File: src/rtl/sync_frame_engine.sv
module sync_frame_engine #(
  parameter int DMAX = 16,
  parameter int CMDW = 8
) (
  input  logic            clk,
  input  logic            rst_n,
  input  logic [1:0]      fmt_sel,
  input  logic [3:0]      size_m1,
  input  logic [DMAX-1:0] tx_word,
  input  logic            tx_valid,
  output logic            tx_ready,
  output logic [DMAX-1:0] rx_word,
  output logic            rx_valid,
  input  logic            bclk_rise,
  input  logic            bclk_fall,
  output logic            xfer_active,
  output logic            sclk,
  output logic            frame_out,
  output logic            sdo,
  input  logic            sdi
);
  localparam int SW   = $clog2(DMAX);
  localparam int NW   = SW + 1;
  localparam int CNTW = $clog2(CMDW + DMAX + 1);
  localparam logic [1:0] F_TI = 2'b01;
  localparam logic [1:0] F_MW = 2'b10;

  logic            run, sclk_q, sdo_q, tip_q, rxv_q;
  logic [1:0]      fmt_q;
  logic [NW-1:0]   n_q;
  logic [CNTW-1:0] slot;
  logic [DMAX-1:0] txs, rxs, rx_q;

  wire is_ti   = (fmt_q == F_TI);
  wire is_mw   = (fmt_q == F_MW);
  wire rise_ev = run & bclk_rise;
  wire fall_ev = run & bclk_fall;
  wire accept  = tx_valid & ~run;

  wire [NW-1:0] n_in = (size_m1 < SW'(3)) ? NW'(4) : ({1'b0, size_m1} + NW'(1));

  wire [DMAX-1:0] ld_word = (fmt_sel == F_MW)
                          ? {tx_word[CMDW-1:0], {(DMAX-CMDW){1'b0}}}
                          : (tx_word << (DMAX - int'(n_in)));

  wire [CNTW-1:0] last_slot = is_mw ? (CNTW'(CMDW) + CNTW'(n_q))
                            : is_ti ? CNTW'(n_q)
                            : (CNTW'(n_q) - CNTW'(1));

  wire samp = (rise_ev & ~is_ti & (~is_mw | (slot > CNTW'(CMDW))))
            | (fall_ev & is_ti & (slot != '0));
  wire last_samp = samp & (slot == last_slot);
  wire done      = fall_ev & (slot == last_slot);

  always_ff @(posedge clk or negedge rst_n) begin
    if (!rst_n) begin
      run    <= 1'b0;
      fmt_q  <= '0;
      n_q    <= NW'(4);
      slot   <= '0;
      txs    <= '0;
      rxs    <= '0;
      rx_q   <= '0;
      rxv_q  <= 1'b0;
      sclk_q <= 1'b0;
      sdo_q  <= 1'b0;
      tip_q  <= 1'b0;
    end else begin
      rxv_q <= 1'b0;
      if (accept) begin
        run   <= 1'b1;
        fmt_q <= fmt_sel;
        n_q   <= n_in;
        slot  <= '0;
        rxs   <= '0;
        tip_q <= 1'b0;
        if (fmt_sel == F_TI) begin
          txs   <= ld_word;
          sdo_q <= 1'b0;
        end else begin
          txs   <= ld_word << 1;
          sdo_q <= ld_word[DMAX-1];
        end
      end else if (run) begin
        if (rise_ev) begin
          sclk_q <= 1'b1;
          if (is_ti) begin
            tip_q <= (slot == '0);
            if (slot != '0) begin
              sdo_q <= txs[DMAX-1];
              txs   <= txs << 1;
            end
          end
        end
        if (fall_ev) begin
          sclk_q <= 1'b0;
          slot   <= slot + CNTW'(1);
          if (!is_ti) begin
            sdo_q <= txs[DMAX-1];
            txs   <= txs << 1;
          end
        end
        if (samp) rxs <= {rxs[DMAX-2:0], sdi};
        if (last_samp) begin
          rx_q  <= {rxs[DMAX-2:0], sdi};
          rxv_q <= 1'b1;
        end
        if (done) begin
          run   <= 1'b0;
          sdo_q <= 1'b0;
          tip_q <= 1'b0;
        end
      end
    end
  end

  assign tx_ready    = ~run;
  assign xfer_active = run;
  assign sclk        = sclk_q;
  assign sdo         = sdo_q;
  assign rx_word     = rx_q;
  assign rx_valid    = rxv_q;
  assign frame_out   = run ? (is_ti & tip_q) : (fmt_sel != F_TI);

  p_sclk_idle_r6: assert property (@(posedge clk) disable iff (!rst_n)
    !xfer_active |-> !sclk);
  p_sdo_idle_r6: assert property (@(posedge clk) disable iff (!rst_n)
    !xfer_active |-> !sdo);
  p_rx_pulse_r8: assert property (@(posedge clk) disable iff (!rst_n)
    rx_valid |=> !rx_valid);
  p_rx_zero_r8: assert property (@(posedge clk) disable iff (!rst_n)
    rx_valid |-> ((rx_word >> n_q) == '0));
  p_cfg_hold_r9: assert property (@(posedge clk) disable iff (!rst_n)
    (run && $past(run)) |-> ($stable(fmt_q) && $stable(n_q)));
  p_accept_r7: assert property (@(posedge clk) disable iff (!rst_n)
    (tx_valid && tx_ready) |=> (xfer_active && !tx_ready));
endmodule

File: config.mk
export PLATFORM = sky130hd
export DESIGN_NAME = sync_frame_engine
export DESIGN_NICKNAME = d
export VERILOG_FILES = /design/src/rtl/sync_frame_engine.sv
export SDC_FILE = /design/constraint.sdc
export NUM_CORES = 1
export LEC_CHECK = 0
export CAP_MARGIN = 20
export CORE_MARGIN = 2
export CORE_UTILIZATION = 38
export DETAILED_ROUTE_END_ITERATION = 6
export PLACE_DENSITY = 0.65
export SLEW_MARGIN = 20
export SYNTH_ARGS = -nofsm -noshare
export SYNTH_HDL_FRONTEND = slang
export SYNTH_SLANG_ARGS = --single-unit
File: constraint.sdc
create_clock -name clk -period 2.6 [get_ports clk]
set_input_delay 0.39 -clock clk [delete_from_list [all_inputs] [get_ports clk]]
set_output_delay 0.39 -clock clk [all_outputs]
set_load 0.02 [all_outputs]
==> results.md <==
- Status: finished clean
- Die H: around 110 um
- Post-place setup slack: -0.552 ns
- Relative slew slack: 0.709
- Routed WL: roughly 10,000 um
- VDD IR max: around 0.35 mV
- Sw power: ~1.9 mW
- Ys async rst share: 1.00
- WL/cell: approximately 15 um
- Largest family of logic cells by synthesized area: compound AO/OA/AOI/OAI gates
- Simple-gate share of the synthesized area: 0.182
- Ports: 50
- Critical path class: in -> reg
- Final setup margin: approximately 0.085 ns
- Layout area overhead: 34.4%
- Antenna violations before repair: 0
- Distinct cells, synth: between 70 and 80
- CP max FO: 7
- Critical path capture point type: flip-flop
- Clk Latency, worst-skew pair: about 0.34 ns
- Commonest non-fill, non-tap cell in the layout: buf_4
- Clock Tree Buf Depth: 2
- Seq pwr share: 0.342
- Clock-pin slew on the worst setup and hold paths: around 0.070 ns
- Final setup vio count: 0
- Power per cell area: between 800 and 900 nW/um^2
- Placeable Area: 10,400 um^2
- Largest area contributor in the netlist: dfrtp_1
- ANT cells: 0
- Die ar.: approximately 12,000 um^2
- Final Util: 0.530
- Number of global-route vias before repair: about 3,600
- Pleak: approximately 2.4 nW
- Post-synthesis mux area share: 0.150
- Max Freq: 398 MHz
- Pin count of the biggest net entering global routing: 32
- Root buffer cell: clkbuf_8
- Site row count: 37
- HP Class: in -> async
- Synth Cell Area: approximately 4000 um^2
- Critical Path AT: 2.73 ns
- Final antenna-violating net count: 0
- Starting Density: 0.394
- Final #Nets: around 560
- Yosys warns: 0
- Critical Path RT: roughly 2.8 ns
- Comb power frac: 0.483
- Synth Net Count: ~460
- Tcrit/Tclk final: 0.967
- TritonCTS buffer count: 9
- Post-Syn Instances: about 430
- Startpoint types: input pin
- Max cap viols: 0
- RSZ-0062 raised after global routing: false
- Compound-gate portion of the synthesized area: 0.186
- Vias: 3,627
- Most frequent cells in the layout: 70 x buf_4, 64 x nand2_1, 63 x dfrtp_1, 44 x clkdlybuf4s50_1, 29 x o21ai_0
- Post-route minimum period: between 2 and 3 ns
- Largest cells by area after synthesis: dfrtp_1 39%, nand2_1 6.1%, mux2_2 5.5%
- Gpl congestion: 0.948
- Drt drc: 0
- Top_reg_cell synth: dfrtp_1
- Mean post-synth cell area: 9.62 um^2
- H-tree depth: 3
- CTS Sinks: 64
- Final Hold Vio Count: 0
- Initial DRC Count: 175
- Slew Viols, Final: 0
- #FFs+latches synth: 64
- Die W: approximately 110 um
- CTS tree: built
- DR vias/cell: 5.40
- PortBufs: about 50
- Post-synth EDFFs: 0
- Switching Fraction: 0.384
- Share of layout cells above drive strength 1: 0.299
- Post-DP HPWL: between 7000 and 8000 um
- First-pass DRT Iterations: 4
- First-pass GRT wire length: 17,000 um
- Post-Synth Adder-Cell Area: 0.0153
- Total grt overflow: 0
- Synth top area share: 0.386
- Slew at the pin closest to its max-slew limit: ~0.44 ns
- Seq/Total Area, Yosys: 0.392
- Clk pwr share: 0.175
- Worst Skew: between 0.009 and 0.01 ns
- XOR/XNOR share of the synthesized area: 0.0236
- Cell Int Power: about 3.0 mW
- Total GRT Usage: 0.182
-- registers in the layout, indices dropped and copies added, names as in the netlist, 2 cells and up --
name / cells
fmt_q: 2
n_q: 5
rx_word: 16
rxs: 15
slot: 5
txs: 16
-- synthesized netlist by cell type, drive strengths merged, types with 6 or more instances --
library cell and count:
mux2 20, and2 6, dfrtp 63, nor2b 6, a21oi 28, mux2i 11
o31ai 6, clkbuf 14, nand3 6, inv 15, nor3 7, buf 12
o21ai 32, mux4 12, nand2b 6, nand2 66, nor2 21, xor2 6
a22oi 8
-- power groups by stage --
stage,registers (mW),logic [mW],clock network (mW)
final,1.68,2.37,0.858
after global routing,1.73,2.60,0.934
after CTS,1.68,2.35,0.890
after detailed placement,1.70,2.31,0
after global placement,1.68,2.24,0
after floorplan,1.73,1.45,0
-- critical path: stages --
cell	delay [ns]
dlygate4sd2_1	0.27
or3_4	0.41
nand2_4	0.09
ha_4	0.23
buf_4	0.14
buf_4	0.14
mux4_2	0.33
o2bb2ai_2	0.15
a222oi_1	0.28
o32a_1	0.20
o211ai_1	0.09
-- timing repair --
| item | 4_1_cts | 5_1_grt |
|---|---|---|
| gates resized for setup | 13 | 16 |
| endpoints found under the hold margin | 15 | 0 |
| hold buffers | 1 | 0 |
| endpoints found under the setup margin | 12 | 10 |
| pin swaps | 9 | 7 |
| setup buffers | 6 | 0 |
-- path summary, 6_finish.rpt --
path | startpoint | to | slack [ns] | cells after the start
worst max-delay path | size_m1[3] | txs[12]$_DFFE_PN0P_ | 0.08 | 11
worst min-delay path | rst_n | rx_word[6]$_DFFE_PN0P_ | 0.49 | 2
worst max register to register | slot[1]$_DFFE_PN0P_ | txs[9]$_DFFE_PN0P_ | 0.22 | 10
worst min register to register | txs[1]$_DFFE_PN0P_ | txs[2]$_DFFE_PN0P_ | 0.49 | 2
max in group asynchronous | rst_n | rxs[10]$_DFFE_PN0P_ | 1.38 | 3
min in group clk | txs[1]$_DFFE_PN0P_ | txs[2]$_DFFE_PN0P_ | 0.49 | 2
-- kinds of logic (layout without fill, tap and decap cells) --
| logic type | after synthesis | count (layout) |
|---|---|---|
| AOI/OAI and AO/OA | 115 | 115 |
| adders and majority gates | 5 | 5 |
| muxes | 43 | 43 |
| buffers and inverters | 41 | 152 |
| DFF | 64 | 64 |
| and+or+nand+nor | 146 | 146 |
| xor gates and xnor gates | 11 | 11 |
-- metrics by stage --
stage	cells	power (mW)	setup TNS, ns	area [um^2]	hold slack, ns
3_3_place_gp	649	3.92	-6.63	5140	0.318
2_1_floorplan	425	3.17	-0.0492	4160	0.0944
3_5_place_dp	649	4.00	-7.25	5140	0.319
5_1_grt	672	5.27	0	5490	0.523
4_1_cts	672	4.92	0	5440	0.482
6_report	672	4.90	0	5490	0.490
-- metal layers --
metal	part of all wire	wire length, um	GRT usage	vias to the layer above
met5	0	0	0	-
met4	0.014	139	0.0531	0
met3	0.042	423	0.0321	11
met2	0.48	4910	0.309	89
met1	0.46	4700	0.239	1746
li1	-	-	-	1781
-- cell type report --
cell class,count,area [um^2]
Fill cell,951,4880
Multi-Input combinational cell,320,2430
Sequential cell,64,1600
Timing Repair Buffer,121,1030
Tap cell,136,170
Clock buffer,10,138
Clock inverter,6,67.6
Inverter,15,56.3
(Power assumes the default switching activity.)
